<file path="config.mk">
export PLATFORM = sky130hd
export DESIGN_NAME = beat_interval_meter
export DESIGN_NICKNAME = d
export VERILOG_FILES = /design/src/rtl/bim_pkg.sv /design/src/rtl/bim_edge_detect.sv /design/src/rtl/bim_interval_counter.sv /design/src/rtl/bim_capture.sv /design/src/rtl/beat_interval_meter.sv
export SDC_FILE = /design/constraint.sdc
export NUM_CORES = 1
export LEC_CHECK = 0
export BUFFER_PORTS_ARGS = -buffer_cell sky130_fd_sc_hd__clkbuf_2
export CAP_MARGIN = 10
export CORE_UTILIZATION = 47
export CTS_CLUSTER_DIAMETER = 50
export CTS_CLUSTER_SIZE = 30
export DETAILED_ROUTE_END_ITERATION = 7
export GPL_ROUTABILITY_DRIVEN = 0
export PLACE_DENSITY = 0.81
export SKIP_CTS_REPAIR_TIMING = 1
export SLEW_MARGIN = 10
export SYNTH_ARGS = -nofsm -noshare
export SYNTH_HDL_FRONTEND = slang
export SYNTH_SLANG_ARGS = --single-unit
</file>
<file path="constraint.sdc">
create_clock -name clk -period 1.42 [get_ports clk]
set_input_delay 0.213 -clock clk [delete_from_list [all_inputs] [get_ports clk]]
set_output_delay 0.213 -clock clk [all_outputs]
set_load 0.01 [all_outputs]
</file>
<file path="src/rtl/bim_pkg.sv">
package bim_pkg;
   localparam int DEF_CNT_W        = 11;
   localparam int DEF_MIN_INTERVAL = 230;

   function automatic int ceiling_of(input int width);
      return (1 << width) - 1;
   endfunction
endpackage

</file>
<file path="src/rtl/bim_edge_detect.sv">
module bim_edge_detect (
   input  logic clk,
   input  logic rst,
   input  logic level_i,
   output logic rise_o
);
   logic level_q;

   always_ff @(posedge clk) begin
      if (rst) level_q <= 1'b0;
      else     level_q <= level_i;
   end

   assign rise_o = level_i & ~level_q;

   // a detection cannot repeat on the following cycle
   a_r1_single_rise: assert property (@(posedge clk) disable iff (rst)
      rise_o |=> !rise_o);
endmodule

</file>
<file path="src/rtl/bim_interval_counter.sv">
module bim_interval_counter #(
   parameter int CNT_W = bim_pkg::DEF_CNT_W
) (
   input  logic             clk,
   input  logic             rst,
   input  logic             clr_i,
   output logic [CNT_W-1:0] cnt_o,
   output logic             sat_o
);
   localparam logic [CNT_W-1:0] CEIL = CNT_W'(bim_pkg::ceiling_of(CNT_W));

   generate
      if (CNT_W < 2 || CNT_W > 30) begin : g_bad_width
         $error("bim_interval_counter: CNT_W out of range");
      end
   endgenerate

   always_ff @(posedge clk) begin
      if (rst)          cnt_o <= '0;
      else if (clr_i)   cnt_o <= '0;
      else if (!sat_o)  cnt_o <= cnt_o + 1'b1;
   end

   assign sat_o = (cnt_o == CEIL);

   // once parked at the ceiling the count stays there without a detection
   a_r2_hold_ceiling: assert property (@(posedge clk) disable iff (rst)
      (sat_o && !clr_i) |=> (cnt_o == CEIL));
   // a detection restarts the count from zero
   a_r4_restart: assert property (@(posedge clk) disable iff (rst)
      clr_i |=> (cnt_o == '0));
endmodule

</file>
<file path="src/rtl/bim_capture.sv">
module bim_capture #(
   parameter int CNT_W        = bim_pkg::DEF_CNT_W,
   parameter int MIN_INTERVAL = bim_pkg::DEF_MIN_INTERVAL
) (
   input  logic             clk,
   input  logic             rst,
   input  logic             load_i,
   input  logic [CNT_W-1:0] cnt_i,
   output logic [CNT_W-1:0] interval_o,
   output logic             valid_o,
   output logic             short_o
);
   logic short_d;

   generate
      if (MIN_INTERVAL < 0 || MIN_INTERVAL > bim_pkg::ceiling_of(CNT_W)) begin : g_bad_min
         $error("bim_capture: MIN_INTERVAL does not fit CNT_W");
      end
      if (MIN_INTERVAL == 0) begin : g_no_floor
         assign short_d = 1'b0;
      end else begin : g_floor
         localparam logic [CNT_W-1:0] FLOOR = CNT_W'(MIN_INTERVAL);
         assign short_d = (cnt_i < FLOOR);
      end
   endgenerate

   always_ff @(posedge clk) begin
      if (rst) begin
         interval_o <= '0;
         valid_o    <= 1'b0;
         short_o    <= 1'b0;
      end else begin
         valid_o <= load_i;
         if (load_i) begin
            interval_o <= cnt_i;
            short_o    <= short_d;
         end
      end
   end

   // the error flag moves only at a capture
   a_r5_short_stable: assert property (@(posedge clk) disable iff (rst)
      !load_i |=> $stable(short_o));
   // the interval holds between captures
   a_r4_interval_hold: assert property (@(posedge clk) disable iff (rst)
      !load_i |=> $stable(interval_o));
   // the strobe is never two cycles long
   a_r6_strobe_single: assert property (@(posedge clk) disable iff (rst)
      valid_o |=> !valid_o);
endmodule

</file>
<file path="src/rtl/beat_interval_meter.sv">
module beat_interval_meter #(
   parameter int CNT_W        = bim_pkg::DEF_CNT_W,
   parameter int MIN_INTERVAL = bim_pkg::DEF_MIN_INTERVAL
) (
   input  logic             clk,
   input  logic             rst,
   input  logic             beat_i,
   output logic [CNT_W-1:0] interval_o,
   output logic             valid_o,
   output logic             short_o,
   output logic             no_beat_o
);
   logic             rise;
   logic [CNT_W-1:0] cnt;
   logic             sat;

   bim_edge_detect u_edge (
      .clk     (clk),
      .rst     (rst),
      .level_i (beat_i),
      .rise_o  (rise)
   );

   bim_interval_counter #(.CNT_W(CNT_W)) u_cnt (
      .clk   (clk),
      .rst   (rst),
      .clr_i (rise),
      .cnt_o (cnt),
      .sat_o (sat)
   );

   bim_capture #(.CNT_W(CNT_W), .MIN_INTERVAL(MIN_INTERVAL)) u_cap (
      .clk        (clk),
      .rst        (rst),
      .load_i     (rise),
      .cnt_i      (cnt),
      .interval_o (interval_o),
      .valid_o    (valid_o),
      .short_o    (short_o)
   );

   assign no_beat_o = sat;

   // a detection on a saturated counter clears the zero-rate flag next cycle
   a_r8_collision: assert property (@(posedge clk) disable iff (rst)
      (no_beat_o && rise) |=> !no_beat_o);
   // the flag cannot appear without a full run of quiet cycles
   a_r3_no_jump: assert property (@(posedge clk) disable iff (rst)
      $rose(no_beat_o) |-> $past(!rise));
   // the strobe follows a detection by exactly one cycle
   a_r6_strobe_follows: assert property (@(posedge clk) disable iff (rst)
      rise |=> valid_o);
endmodule

</file>
* Word level (Yosys, flattened, before mapping) *
Index checks and enable logic that the tools add are counted.

storage, ports and cells
  word-level logic and storage cells = 11
  output and inout bits = 14
  register bits after elaboration = 25

operators by class
  add/subtract/negate cells = 1
  reduce and logical (&&, ||, !) cells = 1
  equality and inequality tests = 1
  bitwise logic cells = 2
  $lt $le $gt $ge = 1

operators by type and width
  cell                   count
  $add 11x1->11 const B  1
  $eq 11x11->1 const B   1
  $lt 11x8->1 const B    1
  $reduce_or 2->1        1
  $and 1x1->1            1
  $not 1->1              1

* Logic depth before layout (Yosys ltp) *
  depth after elaboration = 3
  depth in mapped cells = 7

* Hierarchy *
Synthesis repeated with hierarchy kept, for this count alone.

unflattened totals
  cell total of the unflattened synthesis = 107
  area total of the unflattened synthesis = 1086.0 um^2

modules (own cells, without submodules)
  module                area an instance (um^2)  seq. area each (um^2)  cells each  instances
  bim_interval_counter  536.8                    220.2                  59          1
  bim_capture           501.7                    260.2                  45          1
  bim_edge_detect       47.5                     20.0                   3           1

* Worst setup path before layout *
OpenSTA, ideal clock, no wires.

  path type = register to register
  start = reg u_cnt.cnt_o[0]
  end = reg u_cnt.cnt_o[3]
  cell stages (with the launch flop) = 8
  setup time = 59 ps
  data arrival time = 1457 ps
  path slack = -97 ps
  cell sequence = dfxtp_1 ha_1 nand4_1 nor2_2 nand3_4 inv_4 or4_1 nand2_1

on the way
  word-level cells in the longest chain between the ends = 1
  elaborated cells on any way between the ends = 2

RTL lines
  element                   line                        text
  start: declaration        bim_interval_counter.sv:7   output logic [CNT_W-1:0] cnt_o,
  start signal: assignment  bim_interval_counter.sv:21  else if (!sat_o) cnt_o <= cnt_o + 1'b1;
  $eq 11x11->1              bim_interval_counter.sv:24  assign sat_o = (cnt_o == CEIL);
  via no_beat_o             beat_interval_meter.sv:11   output logic no_beat_o

The timed path passes the listed nets, and every way through them passes these cells.
A chain may end at the register's enable or synchronous reset.

* Worst setup path in the final report *
  start = reg u_cnt.cnt_o[0]
  end = out no_beat_o

on the way
  word-level cells in the longest chain between the ends = 1

RTL lines
  element           line
  $eq 11x11->1      bim_interval_counter.sv:24
  end: declaration  beat_interval_meter.sv:11

Every way passes these cells.

==> impl_results.md <==
- CP Capture Type: primary output
- Die Y-Extent: between 40 and 50 µm
- Area Overhead vs Synth: 30.9%
- Final period utilization: 1.19
- Final WL: about 2100 µm
- #FFs+latches synth: 25
- CP bufs+invs: 2
- Net count, final: roughly 130
- Mapped Cells: 87
- Static leakage: roughly 0.51 nW
- Synth top area share: 0.526
- Vias in the first global route: 640
- Remaining Overflow, GRT: 0
- Bufs on Longest Clock Path: 2
- Async S/R FF share, synth: 0
- DIE WIDTH: roughly 47 µm
- CTS root buf: clkbuf_4
- First-pass GRT wire length: 2850 µm
- Power Total: between 1 and 1.5 mW
- CP top delay family: simple AND/OR/NAND/NOR gates
- Fillers: 143
- Top_reg_cell synth: dfxtp_1
- Drt first pass iters: 4
- Fraction of layout cells with a size suffix above 1: 0.425
- Crit-path slowest cell: dfxtp_2
- Pwr/cell area: 898 mW/mm²
- Unique masters post-synth: 31
- Relative slew slack: 0.691
- Initial DRC count: 17
- Commonest non-fill, non-tap cell in the layout: dfxtp_1
- Ys Warns: 0
- Most frequent cells in the layout: dfxtp_1, clkbuf_2, buf_4
- Initial core utilization: 0.528
- Startpoint Class: flop
- F_max: 591 MHz
- Core area: between 0.0015 and 0.002 mm²
- Worst-path clk slew: around 0.14 ns
- Max cap viols: 0
- CP Max Fanout: 4
- Max H-tree Level: 1
- Sequential area share after synthesis: 0.526
- RSZ-0062 raised after global routing: true
- Synth area leaders: dfxtp_1, a22o_1, a21oi_1, nand2_1, nand3_4
- Tmin final: about 1.7 ns
- Pre-CTS setup slack: around 0.0086 ns
- DP Wirelength: ~1400 µm
- Leading area contributor after synthesis: dfxtp_1
- Num Clock Sinks: 25
- Actual slew at the worst max-slew pin: about 0.46 ns
- Peak supply drop: 0.000410 V
- Hold Violations, Final: 0
- Crit-path cells: ha_4 -> nand4_1 -> nor2_4 -> nand3_4 -> clkinv_4 -> buf_6
- # port buffers: 16
- EDFF count, synth: 0
- Io pins: 17
- Initial antenna violation count: 0
- Endpoints failing setup: 10
- Antenna cell count: 0
- Via count: 832
- Via-to-Cell Ratio: approximately 5.7
- DR WL/cell: 14.4 µm
- TritonCTS clock tree: built
- Die ar.: 0.00221 mm²
- WP data arrival: roughly 1.5 ns
- CP peak stage delay: 0.38 ns
- Worst-Skew Late Latency: between 0.3 and 0.4 ns
- Crit Path Category: reg2out
- Outcome: complete, but fails checks
- FP Rows: 15
- Syn_area_per_cell: 10.9 µm²
- Failing checks: setup timing
- Clock buffer count from CTS: 3
- Antenna Nets Post-Route: 0
- Largest net degree at the start of global routing: 15
- Mapped Area: 951 µm²
- Hold WC Path Type: in2reg
- Syn_nets: 91
- Max-slew violations: 0
- Worst Path Required: approximately 1.2 ns
- Drt drc: 0
- Global Route Usage Sum: 0.190
- Final clock skew: 0.00795 ns
- Final setup margin: -0.272 ns
[final timing paths]
kind / start / to / slack, ns / depth (start not counted)
worst min-delay path: rst / u_edge.level_q$_SDFF_PP0_ / 0.08 / 2
worst min register to register: u_cap.short_o$_SDFFE_PP0P_ / u_cap.short_o$_SDFFE_PP0P_ / 0.49 / 1
worst max register to register: u_cnt.cnt_o[1]$_SDFFE_PP0P_ / u_cnt.cnt_o[3]$_SDFFE_PP0P_ / -0.22 / 9
worst max-delay path: u_cnt.cnt_o[0]$_SDFFE_PP0P_ / no_beat_o / -0.27 / 6
[cell usage after synthesis (2+ instances only)]
| cell type | n |
|---|---|
| xor2_1 | 2 |
| o21ai_0 | 2 |
| nor2b_1 | 2 |
| or2_0 | 2 |
| nor2_1 | 4 |
| dfxtp_1 | 25 |
| nor3_1 | 3 |
| nand4_1 | 2 |
| buf_2 | 2 |
| a211oi_1 | 2 |
| a21oi_1 | 5 |
| a22o_1 | 11 |
| xnor2_1 | 2 |
| nand2_1 | 5 |
| a31oi_1 | 2 |
[kinds of logic after synthesis]
family,share of synthesized area
AOI/OAI and AO/OA,0.205
and+or+nand+nor,0.179
DFF,0.526
xor gates and xnor gates,0.0368
buffers and inverters,0.0290
muxes,0.0105
adders and majority gates,0.0132
[stage by stage]
step           instances  hold WS, ns  area (µm²)  TNS, ns  utilization
2_1_floorplan         87        0.285         968        0            -
3_3_place_gp         136        0.414        1140        0        0.633
3_5_place_dp         136        0.421        1140        0        0.633
4_1_cts              140       0.0598        1170   -0.359        0.648
5_1_grt              145       0.0892        1240    -1.95        0.691
6_report             145       0.0770        1240    -1.24        0.691
[area by class of cell]
type / count / area [µm²] / share of cell area
clock buffers: 4 / 26.3 / 0.0211
multi-input cells: 58 / 459 / 0.369
flip-flops and latches: 25 / 505 / 0.406
well taps: 25 / 31.3 / 0.0251
inverters: 1 / 8.76 / 0.00704
repair buffers: 32 / 214 / 0.172
[worst reg2reg max path: stages, from the launching register on]
cell and delay (ns):
dfxtp_4 0.37, ha_4 0.16, nand4_1 0.14, nor2_4 0.08, nand3_4 0.10, clkinv_4 0.05, buf_4 0.13, buf_6 0.12
or4_1 0.39, nand2_1 0.06
[flip-flops by register name (all words and copies together), names as in the netlist]
register and flops:
u_edge.level_q 1, u_cap.interval_o 11, u_cap.short_o 1, u_cnt.cnt_o 11, u_cap.valid_o 1
[where the power goes]
part,internal [mW],leakage (nW),switching [mW]
registers,0.713,0.204,0.00794
clock network,0.110,0.0150,0.218
logic,0.0308,0.289,0.0384
[metal layers]
metal	up-vias	part of all wire	track usage
li1	390	-	-
met1	397	0.45	0.242
met2	35	0.44	0.269
met3	10	0.056	0.0423
met4	0	0.047	0.166
met5	-	0	0
Power figures use the tool's default switching activity.
